$ cat config.mk
export PLATFORM = sky130hd
export DESIGN_NAME = tlb_fa
export DESIGN_NICKNAME = d
export VERILOG_FILES = /design/src/rtl/tlb_pkg.sv /design/src/rtl/tlb_prio.sv /design/src/rtl/tlb_match.sv /design/src/rtl/tlb_victim.sv /design/src/rtl/tlb_ref_timer.sv /design/src/rtl/tlb_fa.sv
export SDC_FILE = /design/constraint.sdc
export NUM_CORES = 2
export LEC_CHECK = 0
export BUFFER_PORTS_ARGS = -buffer_cell sky130_fd_sc_hd__buf_2
export CAP_MARGIN = 10
export CORE_UTILIZATION = 50
export CTS_BUF_LIST = sky130_fd_sc_hd__clkbuf_16
export DETAILED_ROUTE_END_ITERATION = 16
export GPL_ROUTABILITY_DRIVEN = 1
export HOLD_SLACK_MARGIN = 0.15
export PLACE_DENSITY_LB_ADDON = 0.25
export SYNTH_ARGS = -nofsm -noshare
export SYNTH_HDL_FRONTEND = slang
export SYNTH_SLANG_ARGS = --single-unit
$ cat constraint.sdc
create_clock -name clk -period 5.3 [get_ports clk]
set_clock_uncertainty 0.05 [all_clocks]
set_input_delay 0.265 -clock clk [delete_from_list [all_inputs] [get_ports clk]]
set_output_delay 0.265 -clock clk [all_outputs]
set_load 0.01 [all_outputs]
$ cat src/rtl/tlb_pkg.sv
package tlb_pkg;
  // How the refill slot was chosen
  typedef enum logic [1:0] {
    VS_INVALID  = 2'd0,
    VS_UNREF    = 2'd1,
    VS_FALLBACK = 2'd2
  } vsel_t;
endpackage

$ cat src/rtl/tlb_prio.sv
module tlb_prio #(
  parameter int N  = 16,
  parameter int IW = $clog2(N)
) (
  input  logic [N-1:0]  vec,
  output logic [IW-1:0] idx,
  output logic          any
);
  // lowest set bit wins: scan from the top down so the last assignment is the lowest
  always_comb begin
    idx = '0;
    any = 1'b0;
    for (int i = N - 1; i >= 0; i--) begin
      if (vec[i]) begin
        idx = IW'(i);
        any = 1'b1;
      end
    end
  end
endmodule

$ cat src/rtl/tlb_match.sv
module tlb_match #(
  parameter int N     = 16,
  parameter int VPN_W = 20,
  parameter int PID_W = 8
) (
  input  logic [N-1:0]            valid,
  input  logic [N-1:0][VPN_W-1:0] vpn_q,
  input  logic [N-1:0][PID_W-1:0] pid_q,
  input  logic [VPN_W-1:0]        vpn,
  input  logic [PID_W-1:0]        pid,
  output logic [N-1:0]            match
);
  for (genvar g = 0; g < N; g++) begin : g_cmp
    assign match[g] = valid[g] && (vpn_q[g] == vpn) && (pid_q[g] == pid);
  end
endmodule

$ cat src/rtl/tlb_victim.sv
module tlb_victim
  import tlb_pkg::*;
#(
  parameter int N  = 16,
  parameter int IW = $clog2(N)
) (
  input  logic [N-1:0]  valid,
  input  logic [N-1:0]  refd,
  output logic [IW-1:0] vic_idx,
  output vsel_t         vic_sel
);
  logic [IW-1:0] inv_idx, unref_idx;
  logic          inv_any, unref_any;

  tlb_prio #(.N(N), .IW(IW)) u_inv   (.vec(~valid), .idx(inv_idx),   .any(inv_any));
  tlb_prio #(.N(N), .IW(IW)) u_unref (.vec(~refd & valid), .idx(unref_idx), .any(unref_any));

  always_comb begin
    if (inv_any) begin
      vic_idx = inv_idx;
      vic_sel = VS_INVALID;
    end else if (unref_any) begin
      vic_idx = unref_idx;
      vic_sel = VS_UNREF;
    end else begin
      vic_idx = '0;
      vic_sel = VS_FALLBACK;
    end
  end
endmodule

$ cat src/rtl/tlb_ref_timer.sv
module tlb_ref_timer #(
  parameter int PERIOD = 1024,
  parameter int CW     = (PERIOD > 1) ? $clog2(PERIOD) : 1
) (
  input  logic clk,
  input  logic rst_n,
  output logic clr
);
  logic [CW-1:0] cnt;

  assign clr = (cnt == CW'(PERIOD - 1));

  always_ff @(posedge clk) begin
    if (!rst_n)   cnt <= '0;
    else if (clr) cnt <= '0;
    else          cnt <= cnt + 1'b1;
  end
endmodule

$ cat src/rtl/tlb_fa.sv
module tlb_fa
  import tlb_pkg::*;
#(
  parameter int ENTRIES    = 16,
  parameter int VA_W       = 32,
  parameter int OFF_W      = 12,
  parameter int PPN_W      = 20,
  parameter int PID_W      = 8,
  parameter int REF_PERIOD = 1024
) (
  input  logic                   clk,
  input  logic                   rst_n,
  input  logic                   lk_valid,
  input  logic                   lk_write,
  input  logic [VA_W-1:0]        lk_vaddr,
  input  logic [PID_W-1:0]       lk_pid,
  output logic                   lk_hit,
  output logic                   lk_miss,
  output logic                   lk_prot_fault,
  output logic                   lk_dirty,
  output logic [PPN_W+OFF_W-1:0] lk_paddr,
  input  logic                   fill_en,
  input  logic [VA_W-OFF_W-1:0]  fill_vpn,
  input  logic [PID_W-1:0]       fill_pid,
  input  logic [PPN_W-1:0]       fill_ppn,
  input  logic                   fill_writable,
  input  logic                   flush_all
);
  localparam int VPN_W = VA_W - OFF_W;
  localparam int PA_W  = PPN_W + OFF_W;
  localparam int IW    = (ENTRIES > 1) ? $clog2(ENTRIES) : 1;

  // entry storage, one bit vector per flag
  logic [ENTRIES-1:0]            valid_q, dirty_q, wr_q, ref_q;
  logic [ENTRIES-1:0][VPN_W-1:0] vpn_q;
  logic [ENTRIES-1:0][PID_W-1:0] pid_q;
  logic [ENTRIES-1:0][PPN_W-1:0] ppn_q;

  // named internal events, observed by the checker
  logic [ENTRIES-1:0] match_vec;
  logic [IW-1:0]      hit_idx, vic_idx;
  logic               hit_any, wr_ok, ref_clr, fill_go;
  vsel_t              vic_sel;

  function automatic logic [PA_W-1:0] join_paddr(input logic [PPN_W-1:0] ppn,
                                                  input logic [VA_W-1:0]  va);
    return {ppn, va[OFF_W-1:0]};
  endfunction

  tlb_match #(.N(ENTRIES), .VPN_W(VPN_W), .PID_W(PID_W)) u_match (
    .valid (valid_q),
    .vpn_q (vpn_q),
    .pid_q (pid_q),
    .vpn   (lk_vaddr[VA_W-1:OFF_W]),
    .pid   (lk_pid),
    .match (match_vec)
  );

  tlb_prio #(.N(ENTRIES), .IW(IW)) u_hitsel (
    .vec (match_vec),
    .idx (hit_idx),
    .any (hit_any)
  );

  tlb_victim #(.N(ENTRIES), .IW(IW)) u_victim (
    .valid   (valid_q),
    .refd    (ref_q),
    .vic_idx (vic_idx),
    .vic_sel (vic_sel)
  );

  tlb_ref_timer #(.PERIOD(REF_PERIOD)) u_timer (
    .clk   (clk),
    .rst_n (rst_n),
    .clr   (ref_clr)
  );

  assign lk_hit        = lk_valid && hit_any;
  assign lk_miss       = lk_valid && !hit_any;
  assign lk_prot_fault = lk_hit && lk_write && !wr_q[hit_idx];
  assign wr_ok         = lk_hit && lk_write && wr_q[hit_idx];
  assign lk_dirty      = lk_hit && dirty_q[hit_idx];
  assign lk_paddr      = lk_hit ? join_paddr(ppn_q[hit_idx], lk_vaddr) : '0;
  assign fill_go       = fill_en && !flush_all;

  always_ff @(posedge clk) begin
    if (!rst_n) begin
      valid_q <= '0;
      dirty_q <= '0;
      wr_q    <= '0;
      ref_q   <= '0;
      vpn_q   <= '0;
      pid_q   <= '0;
      ppn_q   <= '0;
    end else begin
      // use marks: periodic clear dominates, otherwise a hit marks its entry
      if (ref_clr)     ref_q <= '0;
      else if (lk_hit) ref_q[hit_idx] <= 1'b1;

      if (wr_ok) dirty_q[hit_idx] <= 1'b1;

      if (flush_all) begin
        valid_q <= '0;
      end else if (fill_go) begin
        valid_q[vic_idx] <= 1'b1;
        vpn_q[vic_idx]   <= fill_vpn;
        pid_q[vic_idx]   <= fill_pid;
        ppn_q[vic_idx]   <= fill_ppn;
        wr_q[vic_idx]    <= fill_writable;
        dirty_q[vic_idx] <= 1'b0;
        ref_q[vic_idx]   <= 1'b0;
      end
    end
  end
endmodule

==> flow_summary.toml <==
[outcome]
outcome = "complete, but fails checks"
violations = "setup timing"

[sta]
final.setup.tns_ps = -104.4
finalWorstSetupSlack_ps = -104.4
rsz0062_at_grt = "false"
max_freq_mhz = 185.0
max-slew-margin-rel_pct = 21.96
fin_crit_ps = 5404
setup_viol = 1
hold_viol_final = 0
maxSlewViolCount = 0
tightest_slew_ps = 1160
period_share_pct = 102.0

[drt]
drt_iter0_drc = 4107
wl_um = 150700
vias = 35410
antenna_left = 0
drt_first_pass_iters = 6
drc = 0
drt-wirelength-per-cell_um = 25.53
viasPerCell = 5.997

[critical_path]
critPathTopFamily = "compound AO/OA/AOI/OAI gates"
slowest_stage = "nor4_1"
critical_path_buf_inv_count = 3
startpoint = "vpn_q[246]$_SDFFE_PN0P_"
cp_data_required_time_ps = 4990
cp_cell_sequence = "xnor2_1, nand4_1, nor4_1, nand4_1, a311oi_1, o41a_2, buf_4, mux2_2, a221oi_1, buf_4, buf_2"
end_kind = "primary output"
worstSetupStartpointType = "flip-flop"
crit_type = "reg -> out"
crit_cells = 11
path_max_fanout = 13
reg2reg_depth = 10
reg2reg_from = "valid_q[15]$_SDFFE_PP0P_"
cp.arrival_ps = 5090
max_stage_delay_ps = 890

[global_route]
grt_antenna_before_repair = 3
track_usage_pct = 34.38
grt-ovfl-total = 0
grt_pass1_vias = 33060
grt_start_max_net_pins = 206
grt_pass1_wl_um = 220200

[logic_synthesis]
yosysTopAreaCell = "dfxtp_1"
ys_async_sr_fraction_pct = 0
synth_cell_types = 84
avgSynthCellArea_sq_um = 8.917
yosys_warnings = 0
ys.flop_type = "dfxtp_1"
yosysMostFrequentCell = "nand2_1"
synth_edf_count = 0
netlist_area_sq_um = 42050
ys_ff_latch = 842
synth_commonest_cells = "881 x nand2_1, 842 x dfxtp_1, 489 x mux2i_1"
ys_seq_area_share_pct = 40.08
syn_nets = 4812
synth_cells = 4716
synth_area_leaders = "dfxtp_1 40%, mux2i_1 12%, nand2_1 7.9%, a21boi_0 6.3%, xnor2_1 6.1%"
synth_top_area_share_pct = 40.08

[clock_tree]
clock_tree.root_cell = "clkbuf_16"
cts-htree-levels = 3
clk_latency_ps = 670
clock_sinks = 842
clk_path_buf_depth = 3
numCtsBuffers = 92
tritoncts = "done"
clkTransAtPathRegs_ps = 60

[worst_hold_path]
holdCritPathClass = "in -> reg"
hp-start = "fill_pid[1]"
min_delay_path_depth = 3

[placement]
dp_hpwl_um = 94240
gp_congestion = 1.002
port_buffers = 130

[finish]
syn2layout_area_growth_pct = 12.74
multi_input_area_sq_um = 23570
final_nets = 4855
drive_gt1_share_pct = 10.76
fin_util_pct = 57.37
fillCellCount = 7386
register_area_sq_um = 16860

[floorplan]
core_sq_um = 82640
num_rows = 105
fp.dieH_um = 292.0
initial_utilization_pct = 50.89
fp.dieW_um = 292.0
die_area_sq_um = 85270
ios = 131

[pwr]
leakage_nw = 15.76
cellPowerDensity_nw_per_um2 = 288.2
max-vdd-ir-drop_mv = 0.2721

[flow_run]
maxCapViolCount = 0
==> state kept, by name (all words and copies together), names as in the netlist <==
signal,flops
vpn_q,320
dirty_q,16
wr_q,16
u_timer.cnt,10
pid_q,128
valid_q,16
ref_q,16
ppn_q,320
==> per-layer routing <==
layer / up-vias / share of wire [%] / track usage (%)
li1: 16090 / - / -
met1: 17190 / 44 / 49.38
met2: 1819 / 42 / 51.43
met3: 309 / 10 / 5.785
met4: 2 / 3.7 / 12.48
met5: - / 0.0086 / 0
==> worst min-delay path, delay by kind of cell <==
| kind | cells | cell delay (ps) |
|---|---|---|
| AOI/OAI and AO/OA | 1 | 80 |
| and+or+nand+nor | 1 | 140 |
| buffers and inverters | 1 | 370 |
==> layout make-up <==
type	instances	share of cell area, %
Clock inverter	72	1.211
Clock buffer	95	5.014
Timing Repair Buffer	329	5.500
Multi-Input combinational cell	3471	49.70
Sequential cell	842	35.55
Tap cell	1070	2.824
Antenna cell	2	0.01056
Inverter	23	0.1821
==> final timing paths <==
path,end,slack [ps]
setup / recovery,lk_paddr[25],-100
setup reg to reg,ppn_q[40]$_SDFFE_PN0P_,930
hold / removal,pid_q[81]$_SDFFE_PN0P_,200
hold reg to reg,vpn_q[53]$_SDFFE_PN0P_,400
==> stage by stage <==
stage	setup WS, ps	power (mW)	hold WS [ps]	cells	cell area [sq um]
final	-104.4	13.66	196.5	5904	47410
after global routing	6.832	13.98	209.1	5902	47410
after CTS	162.1	13.67	153.4	5902	47410
after detailed placement	300.6	7.377	394.9	5684	43940
after global placement	317.4	7.375	390.5	5684	43940
after floorplan	1804	7.024	380.9	4716	42050
==> placed cells by master (no fill, tap or decap), drive strengths merged, types with 19 or more instances in the layout <==
master,n
nor2,83
nor3,41
clkinv,47
mux2,50
o21ai,40
dfxtp,842
nand3,37
dlygate4sd3,51
nand2b,33
a21oi,53
mux2i,489
nor4,80
a221o,29
buf,278
a21boi,394
nand2,884
and3,19
a31oi,19
inv,39
clkbuf,95
nor2b,410
xor2,154
xnor2,300
nand4,150
and2,36
==> power breakdown <==
part / total [mW] / switching (mW) / internal [mW]
logic: 0.932 / 0.618 / 0.314
clock network: 6.36 / 2.77 / 3.59
registers: 6.37 / 0.0179 / 6.35
==> cell families (layout without fill, tap and decap cells) <==
| group | after synthesis | count (layout) | share of synthesized area, % |
|---|---|---|---|
| simple gates | 1840 | 1840 | 21.71 |
| flops | 842 | 842 | 40.08 |
| compound gates | 637 | 637 | 11.36 |
| mux | 539 | 539 | 13.00 |
| xor+xnor | 454 | 454 | 9.581 |
| buf+inv | 403 | 519 | 4.246 |
| fa+ha+maj | 1 | 1 | 0.02975 |
| other cells | 0 | 2 | 0 |
==> repair_timing <==
item | in CTS | in global routing
setup buffers | 0 | 0
hold endpoints to repair | 597 | 0
hold buffers | 51 | 0
gates resized for setup | 0 | 0
(Power assumes the default switching activity.)
